[config.mk]
export PLATFORM = sky130hd
export DESIGN_NAME = flash_erase_seq
export DESIGN_NICKNAME = d
export VERILOG_FILES = /design/src/rtl/flash_seq_pkg.sv /design/src/rtl/flash_seq_timer.sv /design/src/rtl/flash_blk_pick.sv /design/src/rtl/flash_blk_range.sv /design/src/rtl/flash_erase_seq.sv
export SDC_FILE = /design/constraint.sdc
export NUM_CORES = 1
export LEC_CHECK = 0
export CORE_MARGIN = 10
export CORE_UTILIZATION = 40
export CTS_BUF_LIST = sky130_fd_sc_hd__clkbuf_8 sky130_fd_sc_hd__clkbuf_16
export DETAILED_ROUTE_END_ITERATION = 10
export PLACE_DENSITY = 0.76
export SYNTH_ARGS = -nofsm -noshare
export SYNTH_HDL_FRONTEND = slang
export SYNTH_HIERARCHICAL = 1
export SYNTH_SLANG_ARGS = --single-unit
export TNS_END_PERCENT = 30
[constraint.sdc]
create_clock -name clk -period 9.9 [get_ports clk]
set_clock_uncertainty 0.15 [all_clocks]
set_input_delay 1.485 -clock clk [delete_from_list [all_inputs] [get_ports clk]]
set_output_delay 1.485 -clock clk [all_outputs]
set_load 0.05 [all_outputs]
[src/rtl/flash_seq_pkg.sv]
package flash_seq_pkg;

    typedef enum logic [3:0] {
        ST_IDLE,
        ST_SWE_ON,
        ST_PICK,
        ST_ARM,
        ST_ESU_ON,
        ST_ERASE,
        ST_E_OFF,
        ST_ESU_OFF,
        ST_WDT_CLR,
        ST_EV_WAIT,
        ST_DWRITE,
        ST_RD_WAIT,
        ST_READ,
        ST_RETRY,
        ST_EV_OFF
    } seq_state_t;

    // cycles covering at least 'us' microseconds at 'hz', rounded up
    function automatic longint unsigned us_cycles(longint unsigned us, longint unsigned hz);
        return (us * hz + 64'd999_999) / 64'd1_000_000;
    endfunction

endpackage

[src/rtl/flash_seq_timer.sv]
module flash_seq_timer #(
    parameter int CW = 8
) (
    input  logic          clk,
    input  logic          rst_n,
    input  logic          load,
    input  logic [CW-1:0] load_val,
    output logic          zero
);
    logic [CW-1:0] cnt_q;

    always_ff @(posedge clk or negedge rst_n) begin
        if (!rst_n)
            cnt_q <= '0;
        else if (load)
            cnt_q <= load_val;
        else if (cnt_q != '0)
            cnt_q <= cnt_q - 1'b1;
    end

    assign zero = (cnt_q == '0);
endmodule

[src/rtl/flash_blk_pick.sv]
module flash_blk_pick #(
    parameter int NB = 4,
    parameter int IW = 2
) (
    input  logic [NB-1:0] pend,
    output logic          any,
    output logic [IW-1:0] idx
);
    // lowest pending index wins
    always_comb begin
        any = 1'b0;
        idx = '0;
        for (int i = NB - 1; i >= 0; i--) begin
            if (pend[i]) begin
                any = 1'b1;
                idx = IW'(i);
            end
        end
    end
endmodule

[src/rtl/flash_blk_range.sv]
module flash_blk_range #(
    parameter int NB = 4,
    parameter int AW = 16,
    parameter int IW = 2
) (
    input  logic [NB*AW-1:0] first_all,
    input  logic [NB*AW-1:0] last_all,
    input  logic [IW-1:0]    idx,
    output logic [AW-1:0]    first,
    output logic [AW-1:0]    last
);
    always_comb begin
        first = '0;
        last  = '0;
        for (int i = 0; i < NB; i++) begin
            if (idx == IW'(i)) begin
                first = first_all[i*AW +: AW];
                last  = last_all[i*AW +: AW];
            end
        end
    end
endmodule

[src/rtl/flash_erase_seq.sv]
module flash_erase_seq
    import flash_seq_pkg::*;
#(
    parameter int NUM_BLK  = 4,
    parameter int ADDR_W   = 16,
    parameter int CLK_HZ   = 20_000_000,
    parameter int ERASE_US = 5000,
    parameter int MAX_TRY  = 60
) (
    input  logic                      clk,
    input  logic                      rst_n,
    input  logic                      start,
    input  logic [NUM_BLK-1:0]        blk_mask,
    input  logic [NUM_BLK*ADDR_W-1:0] blk_first,
    input  logic [NUM_BLK*ADDR_W-1:0] blk_last,
    input  logic [31:0]               rd_data,
    input  logic                      wdt_expired,
    output logic                      swe,
    output logic                      esu,
    output logic                      erase_en,
    output logic                      ev,
    output logic [NUM_BLK-1:0]        blk_sel,
    output logic                      wdt_en,
    output logic                      wdt_clr,
    output logic                      dw_stb,
    output logic [31:0]               dw_data,
    output logic                      rd_stb,
    output logic [ADDR_W-1:0]         addr,
    output logic                      busy,
    output logic                      done,
    output logic                      fail
);
    localparam longint unsigned HZ      = longint'(CLK_HZ);
    localparam longint unsigned C_SWE   = us_cycles(10, HZ);
    localparam longint unsigned C_ESU   = us_cycles(200, HZ);
    localparam longint unsigned C_ERASE = us_cycles(longint'(ERASE_US), HZ);
    localparam longint unsigned C_EOFF  = us_cycles(10, HZ);
    localparam longint unsigned C_WDT   = us_cycles(10, HZ);
    localparam longint unsigned C_EV    = us_cycles(20, HZ);
    localparam longint unsigned C_DW    = us_cycles(2, HZ);
    localparam longint unsigned C_EVOFF = us_cycles(5, HZ);
    localparam longint unsigned C_MAX   = (C_ERASE > C_ESU) ? C_ERASE : C_ESU;
    localparam int CW = $clog2(C_MAX + 1);
    localparam int IW = (NUM_BLK > 1) ? $clog2(NUM_BLK) : 1;
    localparam int TW = $clog2(MAX_TRY + 1);

    localparam logic [CW-1:0] L_SWE   = CW'(C_SWE - 1);
    localparam logic [CW-1:0] L_ESU   = CW'(C_ESU - 1);
    localparam logic [CW-1:0] L_ERASE = CW'(C_ERASE - 1);
    localparam logic [CW-1:0] L_EOFF  = CW'(C_EOFF - 1);
    localparam logic [CW-1:0] L_WDT   = CW'(C_WDT - 1);
    localparam logic [CW-1:0] L_EV    = CW'(C_EV - 1);
    localparam logic [CW-1:0] L_DW    = CW'(C_DW - 1);
    localparam logic [CW-1:0] L_EVOFF = CW'(C_EVOFF - 1);

    seq_state_t          state_q, state_d;
    logic                tmr_ld, tmr_zero;
    logic [CW-1:0]       tmr_val;
    logic [NUM_BLK-1:0]  pend_q, cur_oh;
    logic [IW-1:0]       cur_idx_q, pick_idx, rng_idx;
    logic                pick_any, rest_any, sel_on_q, word_ok, at_last;
    logic [ADDR_W-1:0]   addr_q, rng_first, rng_last;
    logic [TW-1:0]       tries_q;
    logic                done_q, fail_q;

    flash_seq_timer #(.CW(CW)) u_timer (
        .clk(clk), .rst_n(rst_n), .load(tmr_ld), .load_val(tmr_val), .zero(tmr_zero)
    );

    flash_blk_pick #(.NB(NUM_BLK), .IW(IW)) u_pick (
        .pend(pend_q), .any(pick_any), .idx(pick_idx)
    );

    assign rng_idx = (state_q == ST_PICK) ? pick_idx : cur_idx_q;

    flash_blk_range #(.NB(NUM_BLK), .AW(ADDR_W), .IW(IW)) u_range (
        .first_all(blk_first), .last_all(blk_last), .idx(rng_idx),
        .first(rng_first), .last(rng_last)
    );

    assign cur_oh   = NUM_BLK'(1) << cur_idx_q;
    assign rest_any = |(pend_q & ~cur_oh);
    assign word_ok  = (rd_data == 32'hFFFF_FFFF);
    assign at_last  = (addr_q == rng_last);

    // next state
    always_comb begin
        state_d = state_q;
        tmr_ld  = 1'b0;
        tmr_val = '0;
        unique case (state_q)
            ST_IDLE:    if (start) begin state_d = ST_SWE_ON; tmr_ld = 1'b1; tmr_val = L_SWE; end
            ST_SWE_ON:  if (tmr_zero) state_d = ST_PICK;
            ST_PICK:    state_d = pick_any ? ST_ARM : ST_IDLE;
            ST_ARM:     begin state_d = ST_ESU_ON; tmr_ld = 1'b1; tmr_val = L_ESU; end
            ST_ESU_ON:  if (tmr_zero) begin state_d = ST_ERASE; tmr_ld = 1'b1; tmr_val = L_ERASE; end
            ST_ERASE:   if (tmr_zero) begin state_d = ST_E_OFF; tmr_ld = 1'b1; tmr_val = L_EOFF; end
            ST_E_OFF:   if (tmr_zero) begin state_d = ST_ESU_OFF; tmr_ld = 1'b1; tmr_val = L_WDT; end
            ST_ESU_OFF: if (tmr_zero) state_d = ST_WDT_CLR;
            ST_WDT_CLR: begin state_d = ST_EV_WAIT; tmr_ld = 1'b1; tmr_val = L_EV; end
            ST_EV_WAIT: if (tmr_zero) state_d = ST_DWRITE;
            ST_DWRITE:  begin state_d = ST_RD_WAIT; tmr_ld = 1'b1; tmr_val = L_DW; end
            ST_RD_WAIT: if (tmr_zero) state_d = ST_READ;
            ST_READ: begin
                if (word_ok) begin
                    if (at_last) begin state_d = ST_EV_OFF; tmr_ld = 1'b1; tmr_val = L_EVOFF; end
                    else state_d = ST_DWRITE;
                end else if (tries_q == TW'(MAX_TRY)) begin
                    state_d = ST_IDLE;
                end else begin
                    state_d = ST_RETRY; tmr_ld = 1'b1; tmr_val = L_EVOFF;
                end
            end
            ST_RETRY:   if (tmr_zero) begin state_d = ST_ESU_ON; tmr_ld = 1'b1; tmr_val = L_ESU; end
            ST_EV_OFF:  if (tmr_zero) state_d = rest_any ? ST_PICK : ST_IDLE;
            default:    state_d = ST_IDLE;
        endcase
        if (state_q != ST_IDLE && wdt_expired) begin
            state_d = ST_IDLE;
            tmr_ld  = 1'b0;
        end
    end

    // state register and per-block bookkeeping
    always_ff @(posedge clk or negedge rst_n) begin
        if (!rst_n) begin
            state_q   <= ST_IDLE;
            pend_q    <= '0;
            cur_idx_q <= '0;
            sel_on_q  <= 1'b0;
            addr_q    <= '0;
            tries_q   <= '0;
            done_q    <= 1'b0;
            fail_q    <= 1'b0;
        end else begin
            state_q <= state_d;
            if (state_q == ST_IDLE && start) begin
                pend_q <= blk_mask;
                done_q <= 1'b0;
                fail_q <= 1'b0;
            end
            if (state_q == ST_PICK) begin
                if (pick_any) begin
                    cur_idx_q <= pick_idx;
                    sel_on_q  <= 1'b1;
                    addr_q    <= rng_first;
                    tries_q   <= '0;
                end else begin
                    done_q <= 1'b1;
                end
            end
            if (state_q == ST_ESU_ON && tmr_zero)
                tries_q <= tries_q + 1'b1;
            if (state_q == ST_READ && word_ok && !at_last)
                addr_q <= addr_q + 1'b1;
            if (state_q == ST_READ && !word_ok && tries_q == TW'(MAX_TRY)) begin
                fail_q   <= 1'b1;
                sel_on_q <= 1'b0;
            end
            if (state_q == ST_RETRY)
                addr_q <= rng_first;
            if (state_q == ST_EV_OFF && tmr_zero) begin
                pend_q[cur_idx_q] <= 1'b0;
                sel_on_q          <= 1'b0;
                if (!rest_any) done_q <= 1'b1;
            end
            if (state_q != ST_IDLE && wdt_expired) begin
                fail_q   <= 1'b1;
                sel_on_q <= 1'b0;
            end
        end
    end

    // outputs
    always_comb begin
        swe = 1'b0; esu = 1'b0; erase_en = 1'b0; ev = 1'b0;
        wdt_en = 1'b0; wdt_clr = 1'b0; dw_stb = 1'b0; rd_stb = 1'b0;
        unique case (state_q)
            ST_IDLE:    ;
            ST_SWE_ON, ST_PICK, ST_RETRY, ST_EV_OFF: swe = 1'b1;
            ST_ARM:     begin swe = 1'b1; wdt_en = 1'b1; end
            ST_ESU_ON:  begin swe = 1'b1; wdt_en = 1'b1; esu = 1'b1; end
            ST_ERASE:   begin swe = 1'b1; wdt_en = 1'b1; esu = 1'b1; erase_en = 1'b1; end
            ST_E_OFF:   begin swe = 1'b1; wdt_en = 1'b1; esu = 1'b1; end
            ST_ESU_OFF: begin swe = 1'b1; wdt_en = 1'b1; end
            ST_WDT_CLR: begin swe = 1'b1; wdt_clr = 1'b1; end
            ST_EV_WAIT, ST_RD_WAIT: begin swe = 1'b1; ev = 1'b1; end
            ST_DWRITE:  begin swe = 1'b1; ev = 1'b1; dw_stb = 1'b1; end
            ST_READ:    begin swe = 1'b1; ev = 1'b1; rd_stb = 1'b1; end
            default:    ;
        endcase
        blk_sel = sel_on_q ? cur_oh : '0;
        if (wdt_expired) begin
            swe = 1'b0; esu = 1'b0; erase_en = 1'b0; ev = 1'b0; wdt_en = 1'b0;
            wdt_clr = 1'b0; dw_stb = 1'b0; rd_stb = 1'b0; blk_sel = '0;
        end
    end

    assign dw_data = 32'hFFFF_FFFF;
    assign addr    = addr_q;
    assign busy    = (state_q != ST_IDLE);
    assign done    = done_q;
    assign fail    = fail_q;

    // pulse length tracker for the erase cap check
    logic [CW:0] e_run_q;
    always_ff @(posedge clk or negedge rst_n) begin
        if (!rst_n)        e_run_q <= '0;
        else if (erase_en) e_run_q <= e_run_q + 1'b1;
        else               e_run_q <= '0;
    end


    e_guarded_chk: assert property (@(posedge clk) disable iff (!rst_n)
        erase_en |-> (esu && swe && blk_sel != '0));

    e_cap_chk: assert property (@(posedge clk) disable iff (!rst_n)
        e_run_q <= (CW+1)'(C_ERASE));

    esu_after_e_chk: assert property (@(posedge clk) disable iff (!rst_n)
        $fell(esu) |-> (!erase_en && $past(!erase_en)));

    rd_in_verify_chk: assert property (@(posedge clk) disable iff (!rst_n)
        rd_stb |-> (ev && !dw_stb && !esu));

    fail_quiet_chk: assert property (@(posedge clk) disable iff (!rst_n)
        fail |-> (!swe && !esu && !erase_en && !ev && blk_sel == '0));

    wdt_kill_chk: assert property (@(posedge clk) disable iff (!rst_n)
        wdt_expired |-> (!swe && !esu && !erase_en && !ev));

    wdt_fail_chk: assert property (@(posedge clk) disable iff (!rst_n)
        (busy && wdt_expired) |=> (fail && !busy));

    sel_onehot_chk: assert property (@(posedge clk) disable iff (!rst_n)
        $onehot0(blk_sel));

    sel_needs_swe_chk: assert property (@(posedge clk) disable iff (!rst_n)
        (blk_sel != '0) |-> swe);
endmodule

# ---- Word level (Yosys, flattened, before mapping)
# Cells that the tools add are included.
dict set report op_classes {
  addsub 3
  n_lt_le_gt_ge 2
  eq_ne 30
  shift 1
  n_mux 93
  n_bitwise 4
  reduce_logical 37
}
# cell count
set op_table {}
lappend op_table {{16-bit 2-to-1 mux} 12}
lappend op_table {{17-bit one-hot mux with 8 select lines} 1}
lappend op_table {{17-bit 2-to-1 mux} 4}
lappend op_table {{4-bit 2-to-1 mux} 17}
lappend op_table {{4-bit one-hot mux with 15 select lines} 1}
lappend op_table {{1-bit 2-to-1 mux} 40}
lappend op_table {{32-bit == test, second input constant} 1}
lappend op_table {{4-bit == test, second input constant} 7}
lappend op_table {{6-bit 2-to-1 mux} 3}
lappend op_table {{3-bit != test, second input constant} 6}
lappend op_table {{17-bit zero test} 1}
lappend op_table {{17-bit nonzero test} 1}
lappend op_table {{17-bit by 1-bit subtractor with 17-bit output, second input constant} 1}
lappend op_table {{16-bit by 1-bit adder with 16-bit output, second input constant} 1}
lappend op_table {{16-bit == test} 1}
lappend op_table {{4-bit by 3-bit == test with 1-bit output, second input constant} 4}
lappend op_table {{8-bit 2-to-1 mux} 2}
lappend op_table {{2-bit 2-to-1 mux} 7}
lappend op_table {{7-bit 2-to-1 mux} 2}
lappend op_table {{14-bit OR reduction} 1}
lappend op_table {{12-bit 2-to-1 mux} 1}
lappend op_table {{3-bit by 2-bit != test with 1-bit output, second input constant} 4}
lappend op_table {{4-bit nonzero test} 3}
lappend op_table {{4-bit OR reduction} 3}
lappend op_table {{25 further kinds} 46}
dict set report word_totals {
  reg_bits 52
  input_bits 168
  output_inout_bits 63
  word_cells 179
}

# ---- Longest topological paths before layout
# Gate-level depths: netlist of run 1.
dict set report depth {
  ltp_word 16
  ltp_mapped 16
  ltp_nobuf 13
}

# ---- Cells and area by module
# The synthesis of run 1 kept the hierarchy.
# module instances cells_each area_each_um2 seq_area_each_um2
set modules_own_cells {}
lappend modules_own_cells {flash_erase_seq 1 362 2959.1 875.8}
lappend modules_own_cells {flash_seq_timer 1 113 1078.5 425.4}
lappend modules_own_cells {flash_blk_range 1 39 814.5 0.0}
lappend modules_own_cells {flash_blk_pick 1 7 35.0 0.0}

# ---- Worst setup path after synthesis of run 1
# Ideal clock, no wire load.
dict set report synth_path {
  path_type {input to output}
  start {in wdt_expired}
  end {out ev}
  arrival_time_ns 3.337
  t_required_ns 8.265
  path_slack_ns 4.928
  path_stages 2
  path_cell_list {clkbuf_1 > nor4b_1}
}
dict set report synth_between {
  elab_chain_len 1
}
# element line_no
set synth_lines {}
lappend synth_lines {{start: declaration} flash_erase_seq.sv:17} ;# input logic wdt_expired,
lappend synth_lines {{1-bit 2-to-1 mux} flash_erase_seq.sv:193} ;# if (wdt_expired) begin
lappend synth_lines {{end: declaration} flash_erase_seq.sv:21} ;# output logic ev,
# Every way passes these cells.

# ---- Worst setup path after layout of run 1
dict set report layout_path {
  start {in wdt_expired}
  end {out blk_sel[0]}
}
dict set report layout_between {
  elab_chain_len 1
}
# element line_no
set layout_lines {}
lappend layout_lines {{4-bit 2-to-1 mux} flash_erase_seq.sv:193}
lappend layout_lines {{end: declaration} flash_erase_seq.sv:22} ;# output logic [NUM_BLK-1:0] blk_sel,
# Every way passes these cells.

==> results.toml, run 1 <==
[grt]
overflow = 0
antenna_found_initial = 0
grt_pass1_vias = 5134
grt_max_degree = 53
grt_pass1_wl_mm = 27.09
grt_use_total_pct = 20.12

[yosys]
yosys_warnings = 6
ys.flop_type = "dfrtp_1"
synth-edff-count = 0
synthCells = 521
syn_area_mm2 = 0.004887
synth_seq_cells = 52
avgSynthCellArea_um2 = 9.380
seq_area_frac_synth_pct = 26.63
synthArstFlopShare_pct = 100.0
synth_cell_types = 72

[worst_setup_path]
crit_path_start_kind = "input port"
end_kind = "output port"
cp_max_fo = 13
critical_path.startpoint = "wdt_expired"
worstPathArrival_ns = 3.48
r2r_start = "state_q[2]"
r2r-end = "u_timer/cnt_q[9]"
critPathRequiredTime_ns = 8.27
reg2reg_slack_ns = 4.79
path_class = "input port to output port"
crit_end = "blk_sel[0]"
rr_worst_depth = 11

[place]
gp_congestion = 0.9042
hpwl_mm = 14.43
placed_area_mm2 = 0.006754
dpl.cell_count = 841
port-buffer-count = 198

[cts]
clk_latency_ns = 0.30
cts_buffer_depth = 2
cts-resized-gates = 0
cts_hold_buffers = 0
cts_buffers = 5
cts_tree = "yes"
ctsRootBufferMaster = "clkbuf_16"
postCtsSetupRepairBufs = 0
clock_sinks = 52
htree_num_levels = 2
clk_pin_slew_ns = 0.08

[min_path]
hp-class = "register to register"

[floorplanning]
fp.coreArea_mm2 = 0.01201
dieArea_mm2 = 0.01704
start_util_pct = 40.69
die_x_um = 130.5
io_pins = 231
num_rows = 40
die_height_um = 130.5

[pwr]
powerDensity_mw_per_mm2 = 280.1
p_leak_nw = 2.665
vdd_drop_max_mv = 0.1342

[finish]
final_core_util_pct = 57.46
area_delta_synth_final_pct = 41.22
antennaDiodeCount = 0
final_cell_mix = "clkdlybuf4s50_1 (197), nor2_1 (55), dfrtp_1 (52), nand2_1 (44), conb_1 (35)"
final_cell_area_mm2 = 0.006902
final_common_cell = "clkdlybuf4s50_1"
final_cells = 849
drive_gt1_share_pct = 10.40
nets = 873

[sta]
max_freq_mhz = 195.6
hold_viol = 0
grt_setup_unrepaired = "no"
finalMaxSlewViolations = 0
timing.slew.headroom_pct = 27.66
fin_crit_ns = 5.112
setup_tns_ns = 0
timing.final.crit_share_pct = 51.64
tightest_slew_ns = 1.085
finalSetupViolCount = 0

[drt]
drt-pass1-iter-count = 5
post_drt_wl_per_cell_um = 20.50
ant_nets = 0
routed_wl_mm = 17.40
drc_errors = 0
dr.first_iter.drc_count = 424
vias_per_cell = 5.662
vias = 4807

[outcome]
status = "complete, no violations"

[job]
cap_violations = 0
==> state kept, by name (all words and copies together), names as in the netlist <==
signal and cells:
u_timer/cnt_q 17, addr 16, tries_q 6, pend_q 4, state_q 4, cur_idx_q 2
done 1, fail 1, sel_on_q 1
==> worst max-delay path: stages <==
cell and delay [ns]:
clkdlybuf4s50_1 0.62, inv_1 0.17, nand2_1 0.13, nor3_1 0.22, clkdlybuf4s50_1 0.86
==> power by group <==
part           internal (W)  switching (W)  leakage, nW
logic              0.000580       0.000688         1.96
clock network     0.0000949      0.0000853       0.0742
registers          0.000306       0.000180        0.630
total              0.000980       0.000953         2.67
==> synth_stat cells, types with 5 or more instances <==
| cell | instances | area, um^2 |
|---|---|---|
| and3_1 | 9 | 56.30 |
| a211oi_1 | 5 | 37.54 |
| mux2i_1 | 10 | 100.1 |
| buf_2 | 11 | 55.05 |
| and2_1 | 5 | 31.28 |
| clkbuf_1 | 12 | 45.04 |
| a21oi_1 | 15 | 75.07 |
| xnor2_1 | 25 | 219.0 |
| mux4_2 | 30 | 675.7 |
| nand2_1 | 44 | 165.2 |
| nand4_1 | 13 | 81.33 |
| a31oi_1 | 7 | 43.79 |
| o21ai_0 | 23 | 115.1 |
| a311oi_1 | 9 | 78.83 |
| nor2_1 | 55 | 206.5 |
| o211a_1 | 8 | 80.08 |
| o211ai_1 | 6 | 45.04 |
| nand2b_1 | 12 | 75.07 |
| nor3_1 | 16 | 80.08 |
| buf_4 | 32 | 240.2 |
| dfrtp_1 | 52 | 1301 |
| inv_1 | 15 | 56.30 |
| nand3_1 | 15 | 75.07 |
==> routing by layer <==
metal	routed length, um	GRT usage [%]	vias up	share of wire, %
met1	5951	20.74	2321	34
met2	9289	36.31	211	53
met3	1478	7.010	38	8.5
met5	0	0	-	0
li1	-	-	2237	-
met4	685	8.437	0	3.9
==> worst min path at each step <==
| stage | from | end | slack, ns | cells past startpoint |
|---|---|---|---|---|
| global placement | tries_q[5] | tries_q[5] | 0.30 | 1 |
| global route | fail | fail | 0.38 | 1 |
| floorplan | tries_q[5] | tries_q[5] | 0.29 | 1 |
| detailed placement | tries_q[5] | tries_q[5] | 0.31 | 1 |
| CTS | fail | fail | 0.34 | 1 |
| finish | fail | fail | 0.34 | 1 |
==> stage by stage <==
| stage | worst slack [ns] | power [W] | hold WS [ns] |
|---|---|---|---|
| global route | 4.272 | 0.002072 | 0.3802 |
| floorplan | 4.928 | 0.001443 | 0.2872 |
| global placement | 4.871 | 0.001712 | 0.3040 |
| detailed placement | 4.814 | 0.001751 | 0.3138 |
| CTS | 4.798 | 0.001936 | 0.3444 |
| finish | 4.788 | 0.001933 | 0.3411 |
==> kinds of logic after synthesis <==
family,count (synthesis),synth area share [%]
buf+inv,79,10.62
simple gates,206,23.43
other cells,2,0.1537
fa+ha+maj,4,1.024
flops,52,26.63
compound gates,107,15.85
xor+xnor,26,4.660
mux,45,17.64
==> final cells by class <==
cell class                 instances  area, um^2
sequential                        52        1301
tap                              147       183.9
multi-input combinational        423        3194
clock inverter                     3       22.52
clock buffer                       5       125.1
fill                            1025        5110
inverter                          16       60.06
timing repair buffer             203        2014
No activity file was read; power rests on OpenSTA's default activity.
==> run 2, diff against run 1 <==
==> constraint.sdc (replaced) <==
create_clock -name clk -period 4.9 [get_ports clk]
set_clock_uncertainty 0.15 [all_clocks]
set_input_delay 0.735 -clock clk [delete_from_list [all_inputs] [get_ports clk]]
set_output_delay 0.735 -clock clk [all_outputs]
set_load 0.05 [all_outputs]
==> run 2 against run 1 <==
  * Setup slack lost 4.3 ns
  * First-iteration DRC count fell by 13%
  * Design area increased by 0.60%
  * Critical path type is now register to register
==> results.toml, run 2 (same netlist as run 1, synthesis figures left out) <==
[outcome]
status = "complete, no violations"

[pwr]
switching_share_pct = 49.00
seqPwrFrac_pct = 23.7
p_sw_w = 0.001936
intPower_w = 0.002015
p_leak_nw = 2.686
power_frac_clock_pct = 9.1
powerDensity_mw_per_mm2 = 569.1
vdd_drop_max_mv = 0.3081
pwr-share-comb_pct = 67.2

[worst_setup_path]
rr_worst_depth = 13
cp_max_fo = 31
crit_path_start_kind = "register"
worstPathArrival_ns = 4.44
end_kind = "register"
path_class = "register to register"
critPathRequiredTime_ns = 4.92

[drt]
vias_per_cell = 5.672
post_drt_wl_per_cell_um = 20.48
drt-pass1-iter-count = 5
dr.first_iter.drc_count = 367
drc_errors = 0
ant_nets = 0
routed_wl_mm = 17.47
vias = 4838

[grt]
antenna_found_initial = 0
grt_max_degree = 53
grt_pass1_wl_mm = 27.06
overflow = 0
grt_pass1_vias = 5186
grt_use_total_pct = 19.92

[cts]
postCtsSetupRepairBufs = 0
cts-resized-gates = 0
htree_num_levels = 2
cts_buffers = 5
clock_sinks = 52
cts_buffer_depth = 2
cts_tree = "yes"
clk_latency_ns = 0.30
ctsRootBufferMaster = "clkbuf_16"
clk_pin_slew_ns = 0.08
cts_hold_buffers = 0

[sta]
max_freq_mhz = 226.6
hold_viol = 0
tightest_slew_ns = 1.320
grt_setup_unrepaired = "no"
whs_ns = 0.3369
timing.slew.headroom_pct = 11.51
fin_crit_ns = 4.413
timing.final.crit_share_pct = 90.06
finalMaxSlewViolations = 0
finalSetupViolCount = 0
setup_tns_ns = 0

[finish]
area_delta_synth_final_pct = 42.06
multi_input_area_mm2 = 0.003194
antennaDiodeCount = 0
seq_area_mm2 = 0.001301
final_cell_mix = "clkdlybuf4s50_1 (197), nor2_1 (55), dfrtp_1 (52), nand2_1 (44), conb_1 (35)"
nets = 877
top_register = "u_timer/cnt_q"
drive_gt1_share_pct = 10.91
fill_cells = 1050
largest_register_ffs = 17
final_common_cell = "clkdlybuf4s50_1"

[floorplanning]
num_rows = 40
io_pins = 231
die_height_um = 130.5
fp.coreArea_mm2 = 0.01201
dieArea_mm2 = 0.01704
die_x_um = 130.5
start_util_pct = 40.69

[min_path]
min_path_cells = 1
hp-class = "register to register"

[job]
cap_violations = 0

[place]
gp_congestion = 0.9137
hpwl_mm = 14.56
port-buffer-count = 198
## run 2: path summary, 6_finish.rpt
path                                endpoint        from  slack [ns]
setup / recovery           u_timer/cnt_q[16]  state_q[0]        0.49
hold / removal                    tries_q[5]  tries_q[5]        0.34
setup reg to reg           u_timer/cnt_q[16]  state_q[0]        0.49
hold reg to reg                   tries_q[5]  tries_q[5]        0.34
max in group asynchronous           addr[13]       rst_n        3.73
min in group asynchronous  u_timer/cnt_q[16]       rst_n        0.42
## run 2: metrics by stage
stage	total power [W]	instance area [um^2]	worst slack, ns	instances	util, %
floorplan	0.002916	5011	0.7421	554	-
global placement	0.003511	6797	0.6495	845	56.58
detailed placement	0.003588	6797	0.5052	845	56.58
CTS	0.003956	6943	0.4895	853	57.80
global route	0.004211	6943	0.06060	853	57.80
finish	0.003951	6943	0.4872	853	57.80
## run 2: power groups by stage
| stage | clock network (W) | registers [W] | logic [W] |
|---|---|---|---|
| 2_1_floorplan | 0 | 0.00105 | 0.00186 |
| 3_3_place_gp | 0 | 0.000928 | 0.00258 |
| 3_5_place_dp | 0 | 0.000935 | 0.00265 |
| 4_1_cts | 0.000365 | 0.000930 | 0.00266 |
| 5_1_grt | 0.000376 | 0.000968 | 0.00287 |
| 6_report | 0.000358 | 0.000938 | 0.00266 |
## run 2: worst max-delay path, cell delays in order, from the launching register on
cell	delay, ns
dfrtp_1	0.57
nor4b_4	0.42
mux2_2	0.43
buf_12	0.19
mux4_2	0.45
xnor2_1	0.18
nand4_1	0.17
nor4_4	0.39
a21boi_0	0.27
a21boi_1	0.47
buf_4	0.22
inv_1	0.13
o311ai_0	0.13
nand2_1	0.09
## run 2: metal layers
layer / vias to the layer above / track usage (%) / wire, um
met1: 2352 / 20.63 / 6066
li1: 2245 / - / -
met5: - / 0 / 0
met3: 30 / 6.849 / 1569
met2: 211 / 37.44 / 9434
met4: 0 / 4.971 / 397
## run 2: layout make-up
class | instances | share of cell area, %
multi-input combinational | 423 | 46.01
timing repair buffer | 207 | 29.63
sequential | 52 | 18.74
tap | 147 | 2.649
clock buffer | 5 | 1.802
inverter | 16 | 0.8650
clock inverter | 3 | 0.3064
